## src/rtl/cfgdec_pkg.sv

```systemverilog
package cfgdec_pkg;

  localparam int IO_DW  = 32;
  localparam int IO_BEW = IO_DW / 8;

  localparam logic [15:0] ADDR_PORT = 16'h0CF8;
  localparam logic [15:0] DATA_PORT = 16'h0CFC;

  // writable configuration bytes
  localparam int NUM_WB = 9;

  function automatic logic [7:0] wb_offset(input int i);
    case (i)
      0:       wb_offset = 8'h04;
      1:       wb_offset = 8'h05;
      2:       wb_offset = 8'h06;
      3:       wb_offset = 8'h07;
      4:       wb_offset = 8'h0D;
      5:       wb_offset = 8'h40;
      6:       wb_offset = 8'h41;
      7:       wb_offset = 8'h43;
      default: wb_offset = 8'h44;
    endcase
  endfunction

  function automatic logic [7:0] wb_reset(input int i);
    case (i)
      0:       wb_reset = 8'h07;
      1:       wb_reset = 8'h00;
      2:       wb_reset = 8'h80;
      3:       wb_reset = 8'h02;
      4:       wb_reset = 8'h00;
      5:       wb_reset = 8'h00;
      6:       wb_reset = 8'h96;
      7:       wb_reset = 8'h80;
      default: wb_reset = 8'h00;
    endcase
  endfunction

  // fixed identity bytes; everything else not writable reads zero
  function automatic logic [7:0] ro_byte(input logic [7:0] off);
    case (off)
      8'h00:   ro_byte = 8'h78;
      8'h01:   ro_byte = 8'h10;
      8'h02:   ro_byte = 8'h01;
      8'h0B:   ro_byte = 8'h06;
      default: ro_byte = 8'h00;
    endcase
  endfunction

endpackage

```

## src/rtl/cfgdec_rst_sync.sv

```systemverilog
module cfgdec_rst_sync #(
  parameter int STAGES = 2
) (
  input  logic clk,
  input  logic rst_n,
  output logic rst_n_sync
);

  logic [STAGES-1:0] sync_q;
  logic [STAGES-1:0] sync_d;

  always_comb begin
    sync_d = {sync_q[STAGES-2:0], 1'b1};
  end

  always_ff @(posedge clk or negedge rst_n) begin
    if (!rst_n) sync_q <= '0;
    else        sync_q <= sync_d;
  end

  assign rst_n_sync = sync_q[STAGES-1];

endmodule

```

## src/rtl/cfgdec_port_decode.sv

```systemverilog
module cfgdec_port_decode #(
  parameter int IO_AW = 16
) (
  input  logic               io_valid,
  input  logic [IO_AW-1:2]   io_port,
  input  logic [3:0]         io_be,
  input  logic               cfg_en,
  input  logic [15:0]        cfg_bdf,
  output logic               addr_hit,
  output logic               data_hit,
  output logic               claim
);

  import cfgdec_pkg::*;

  localparam logic [IO_AW-1:2] ADDR_SEL = IO_AW'(ADDR_PORT) >> 2;
  localparam logic [IO_AW-1:2] DATA_SEL = IO_AW'(DATA_PORT) >> 2;

  logic is_addr_port;
  logic is_data_port;
  logic target_ok;

  always_comb begin
    is_addr_port = (io_port == ADDR_SEL);
    is_data_port = (io_port == DATA_SEL);
    target_ok    = cfg_en && (cfg_bdf == 16'h0000);
    addr_hit     = io_valid && is_addr_port && (io_be == 4'hF);
    data_hit     = io_valid && is_data_port && target_ok;
    claim        = addr_hit || data_hit;
  end

endmodule

```

## src/rtl/cfgdec_addr_latch.sv

```systemverilog
module cfgdec_addr_latch #(
  parameter int DW = 32
) (
  input  logic          clk,
  input  logic          rst_n,
  input  logic          load,
  input  logic [DW-1:0] load_val,
  output logic [DW-1:0] cfg_addr
);

  logic [DW-1:0] addr_q;
  logic [DW-1:0] addr_d;

  always_comb begin
    addr_d = addr_q;
    if (load) addr_d = load_val;
  end

  always_ff @(posedge clk or negedge rst_n) begin
    if (!rst_n) addr_q <= '0;
    else        addr_q <= addr_d;
  end

  assign cfg_addr = addr_q;

endmodule

```

## src/rtl/cfgdec_regfile.sv

```systemverilog
module cfgdec_regfile (
  input  logic        clk,
  input  logic        rst_n,
  input  logic        wr_en,
  input  logic [5:0]  index,
  input  logic [3:0]  be,
  input  logic [31:0] wdata,
  output logic [31:0] rdata
);

  import cfgdec_pkg::*;

  logic [7:0] wb_q [NUM_WB];

  for (genvar gi = 0; gi < NUM_WB; gi++) begin : g_wbyte
    localparam logic [7:0] OFF  = wb_offset(gi);
    localparam logic [7:0] RSTV = wb_reset(gi);
    localparam int         LANE = int'(OFF[1:0]);

    logic       hit;
    logic [7:0] byte_d;

    always_comb begin
      hit    = wr_en && (index == OFF[7:2]) && be[LANE];
      byte_d = hit ? wdata[8*LANE +: 8] : wb_q[gi];
    end

    always_ff @(posedge clk or negedge rst_n) begin
      if (!rst_n) wb_q[gi] <= RSTV;
      else        wb_q[gi] <= byte_d;
    end
  end

  always_comb begin
    rdata = '0;
    for (int b = 0; b < 4; b++) begin
      logic [7:0] off;
      logic [7:0] val;
      off = {index, 2'(b)};
      val = ro_byte(off);
      for (int i = 0; i < NUM_WB; i++) begin
        if (wb_offset(i) == off) val = wb_q[i];
      end
      rdata[8*b +: 8] = val;
    end
  end

endmodule

```

## src/rtl/cfg_port_decoder.sv

```systemverilog
module cfg_port_decoder #(
  parameter int IO_AW = 16
) (
  input  logic             clk,
  input  logic             rst_n,
  input  logic             io_valid,
  input  logic             io_write,
  input  logic [IO_AW-1:0] io_addr,
  input  logic [3:0]       io_be,
  input  logic [31:0]      io_wdata,
  output logic [31:0]      io_rdata,
  output logic             pt_valid,
  output logic             pt_write,
  output logic [IO_AW-1:0] pt_addr,
  output logic [3:0]       pt_be,
  output logic [31:0]      pt_wdata,
  input  logic [31:0]      pt_rdata
);

  logic        rst_n_sync;
  logic [31:0] cfg_addr;
  logic        addr_hit;
  logic        data_hit;
  logic        claim;
  logic [31:0] rf_rdata;
  logic        addr_load;
  logic        rf_wr;

  cfgdec_rst_sync #(.STAGES(2)) u_rst (
    .clk        (clk),
    .rst_n      (rst_n),
    .rst_n_sync (rst_n_sync)
  );

  cfgdec_port_decode #(.IO_AW(IO_AW)) u_dec (
    .io_valid (io_valid),
    .io_port  (io_addr[IO_AW-1:2]),
    .io_be    (io_be),
    .cfg_en   (cfg_addr[31]),
    .cfg_bdf  (cfg_addr[23:8]),
    .addr_hit (addr_hit),
    .data_hit (data_hit),
    .claim    (claim)
  );

  always_comb begin
    addr_load = addr_hit && io_write;
    rf_wr     = data_hit && io_write;
  end

  cfgdec_addr_latch #(.DW(32)) u_latch (
    .clk      (clk),
    .rst_n    (rst_n_sync),
    .load     (addr_load),
    .load_val (io_wdata),
    .cfg_addr (cfg_addr)
  );

  cfgdec_regfile u_rf (
    .clk   (clk),
    .rst_n (rst_n_sync),
    .wr_en (rf_wr),
    .index (cfg_addr[7:2]),
    .be    (io_be),
    .wdata (io_wdata),
    .rdata (rf_rdata)
  );

  always_comb begin
    if (addr_hit)      io_rdata = cfg_addr;
    else if (data_hit) io_rdata = rf_rdata;
    else               io_rdata = pt_rdata;
    pt_valid = io_valid && !claim;
    pt_write = io_write;
    pt_addr  = io_addr;
    pt_be    = io_be;
    pt_wdata = io_wdata;
  end

endmodule

```

## config.mk

```make
export PLATFORM = sky130hd
export DESIGN_NAME = cfg_port_decoder
export DESIGN_NICKNAME = d
export VERILOG_FILES = /design/src/rtl/cfgdec_pkg.sv /design/src/rtl/cfgdec_rst_sync.sv /design/src/rtl/cfgdec_port_decode.sv /design/src/rtl/cfgdec_addr_latch.sv /design/src/rtl/cfgdec_regfile.sv /design/src/rtl/cfg_port_decoder.sv
export SDC_FILE = /design/constraint.sdc
export NUM_CORES = 1
export LEC_CHECK = 0
export ABC_AREA = 1
export BUFFER_PORTS_ARGS = -buffer_cell sky130_fd_sc_hd__buf_2
export CORE_MARGIN = 2
export CORE_UTILIZATION = 30
export CTS_CLUSTER_DIAMETER = 80
export CTS_CLUSTER_SIZE = 8
export DETAILED_ROUTE_END_ITERATION = 16
export PLACE_DENSITY_LB_ADDON = 0.15
export SLEW_MARGIN = 20
export SYNTH_ARGS = -nofsm -noshare
export SYNTH_HDL_FRONTEND = slang
export SYNTH_SLANG_ARGS = --single-unit
```

## constraint.sdc

```tcl
create_clock -name clk -period 3 [get_ports clk]
set_input_delay 0 -clock clk [delete_from_list [all_inputs] [get_ports clk]]
set_output_delay 0 -clock clk [all_outputs]
set_load 0.1 [all_outputs]
```

==> metrics.csv <==
stage,metric,value,unit
run_status,status,finished clean,
floorplanning,rows,54,
route,vias_per_cell,4.77,
layout,layout-drive-gt1-share,24.1,%
layout,fin_util,38.0,%
synth,synth_top_area_share,36.2,%
floorplanning,dieArea,23300,µm²
setup_path,path_delay_family,simple AND/OR/NAND/NOR gates,
synth,synthCells,899,
sta,max_freq,0.389,GHz
global_route,grt_busiest_layer,met2,
sta,period_share,85.6,%
layout,fin_cells,1314,
global_route,use_met3,2.28,%
sta,fin_hold_ws,0.000251,ns
synth,synth-edff-count,0,
job,max-cap-violations,0,
setup_path,r2r_slack,0.83,ns
global_route,grt_start_max_net_pins,68,
sta,tns,0,ns
clock_tree,cts_resized,0,
layout,syn_to_final_growth,24.9,%
synth,synth_area,6630,µm²
synth,async_flop_share,100,%
clock_tree,clkTransAtPathRegs,0.07,ns
route,vias,6272,
route,drc,0,
setup_path,end_kind,output pin,
sta,fin_skew,0.00901,ns
power_and_ir_drop,vdd_drop_max,0.221,mV
setup_path,crit_start,u_latch.cfg_addr[18],
setup_path,worst-setup-path-type,reg2out,
clock_tree,cts_tree,done,
clock_tree,clockBufferDepth,2,
global_route,grt_pass1_wl,34900,µm
synth,synthDistinctLibCells,34,
global_route,track_usage,18.8,%
route,final_antenna_net_count,0,
sta,setup_violations,0,
setup_path,cp.depth,9,
power_and_ir_drop,power_leakage,4.38,nW
layout,fillers,2319,
placed_design,dp.cells,1264,
placed_design,portBuffers,169,
setup_path,worst_path_largest_cell_delay,0.43,ns
synth,ys_top_cells_by_area,"dfrtp_1 36%, nand2_1 22%, nand4_1 8.1%",
clock_tree,clk_latency,0.36,ns
setup_path,critPathSlowestCell,dfrtp_1,
floorplanning,die-height,153,µm
min_path,hold_path_class,in2out,
sta,finalHoldViolations,0,
setup_path,cp_num_buf_inv,2,
layout,n_antenna_cell,0,
floorplanning,io_pins,174,
floorplanning,coreArea,21800,µm²
placed_design,post_dp_cell_area,7660,µm²
setup_path,cp_common_cell,nand2_1,
power_and_ir_drop,p_per_area,411,nW/µm²
setup_path,arrival,2.57,ns
synth,ys_warn_count,0,
global_route,gr-total-overflow,0,
setup_path,critPathLaunchType,flop,
synth,yosysSeqAreaShare,40.2,%
clock_tree,cts-root-buf,clkbuf_16,
setup_path,cp_cell_sequence,"nor3_1, nand2_1, nor2_1, nand3_1, buf_4, nand2_1, nand3_1, nand2_1, buf_2",
setup_path,r2r_end,u_rf.wb_q[19],
floorplanning,initial_core_util,30.5,%
sta,maxSlewViolCount,0,
floorplanning,die_x,153,µm
setup_path,r2r-start,u_latch.cfg_addr[9],
setup_path,worst-path-max-fanout,25,
route,drt_wl_total,21800,µm
global_route,met1_usage,26.0,%
setup_path,r2r.worst_path.cells,9,
sta,rsz0062_at_grt,no,
synth,avgSynthCellArea,7.37,µm²
clock_tree,htree_levels,3,
setup_path,crit_path_end,io_rdata[16],
layout,fin_area,8280,µm²
route,drt_iter0_markers,380,
synth,ys_seq_elements,106,
global_route,gr-usage-met2,30.9,%
layout,nNetsFinal,1117,
sta,worst_slew_pin_slew,0.693,ns
placed_design,gp_congestion,0.812,
sta,fin_crit,2.57,ns
clock_tree,cts_buffers,9,
clock_tree,clock-sinks,106,
synth,synth_ff_type,dfrtp_1,
route,drt-pass1-iter-count,5,
placed_design,hpwl,15200,µm
global_route,antenna_found_initial,0,
global_route,grt_pass1_vias,6178,
route,wl_per_cell,16.6,µm
setup_path,required,3.00,ns
synth,synth_top_area_cell,dfrtp_1,
synth,syn-num-nets,987,
sta,worst_slew_margin_rel,53.7,%
report_power, final:
part,internal (W),switching (W)
registers,0.00143,0.0000108
logic,0.000194,0.000622
clock network,0.000588,0.000554
total,0.00221,0.00119
state kept, by name, indices dropped and copies added, names as in the netlist:
signal	flops
u_rf.wb_q	72
u_latch.cfg_addr	32
u_rst.sync_q	2
how the worst min path moves through the flow:
stage,to,depth (start not counted),slack [ns],start
4_1_cts,pt_addr[0],0,0.0007,io_addr[0]
3_5_place_dp,u_rst.sync_q[0],1,-0.21,rst_n
2_1_floorplan,u_rst.sync_q[0],0,-0.30,rst_n
6_report,pt_addr[1],0,0.0003,io_addr[1]
5_1_grt,pt_addr[0],0,0.0006,io_addr[0]
3_3_place_gp,u_rst.sync_q[0],1,-0.21,rst_n
synthesized netlist by cell type (2+ instances only):
library cell	n
inv_1	35
o211ai_1	6
nand4_4	8
buf_4	62
nand3b_1	2
nand3_1	58
clkbuf_1	9
dfstp_2	10
clkbuf_4	4
nor2_4	5
buf_2	18
nand2_1	397
inv_2	4
nor2_1	37
o21ai_0	3
a21oi_1	11
nand4_1	86
o21ai_1	15
nor3_1	3
buf_6	11
dfrtp_1	96
nor2_2	7
per-layer routing:
metal  up-vias  part of all wire, %
met2       168                   47
met3        20                  3.9
met4         0                  1.7
met1      2932                   47
met5         -                    0
li1       3152                    -
cell families (layout without fill, tap and decap cells):
kind of cell	count (synthesis)	count (layout)	share of synthesized area, %
and+or+nand+nor	613	613	43.2
buffers and inverters	144	279	13.6
other	1	1	0.0566
AOI/OAI and AO/OA	35	35	2.87
DFF	106	106	40.2
cell usage in the layout, fill, tap and decap left out, types with 2 or more instances in the layout:
cell,n
a21oi_1,11
buf_12,28
buf_2,143
buf_4,19
clkbuf_1,2
clkbuf_16,9
clkinvlp_4,2
dfrtp_1,95
dfstp_2,10
dlygate4sd3_1,34
inv_1,35
inv_2,4
nand2_1,397
nand3_1,58
nand3b_1,2
nand4_1,86
nand4_4,8
nor2_1,36
nor2_2,7
nor2_4,6
nor3_1,2
nor3_2,2
o211ai_1,6
o21ai_0,3
o21ai_1,15
through the flow:
stage / worst slack, ns / power, W
floorplan: 0.235 / 0.00207
global placement: 0.766 / 0.00225
detailed placement: 0.770 / 0.00225
CTS: 0.378 / 0.00344
global route: 0.245 / 0.00352
finish: 0.432 / 0.00340
repair_timing:
action | in CTS | in global routing
endpoints found under the hold margin | 106 | 0
hold buffers | 34 | 0
buffers inserted | 0 | 0
final cells by class:
cell class                      count  area (µm²)  area share [%]
Multi-Input combinational cell    649        3080            37.2
Sequential cell                   106        2670            32.2
Timing Repair Buffer              224        1760            21.3
Tap cell                          280         350            4.23
Clock buffer                       12         246            2.98
Inverter                           39         146            1.77
Clock inverter                      4        28.8           0.348
Power figures use the tool's default switching activity.
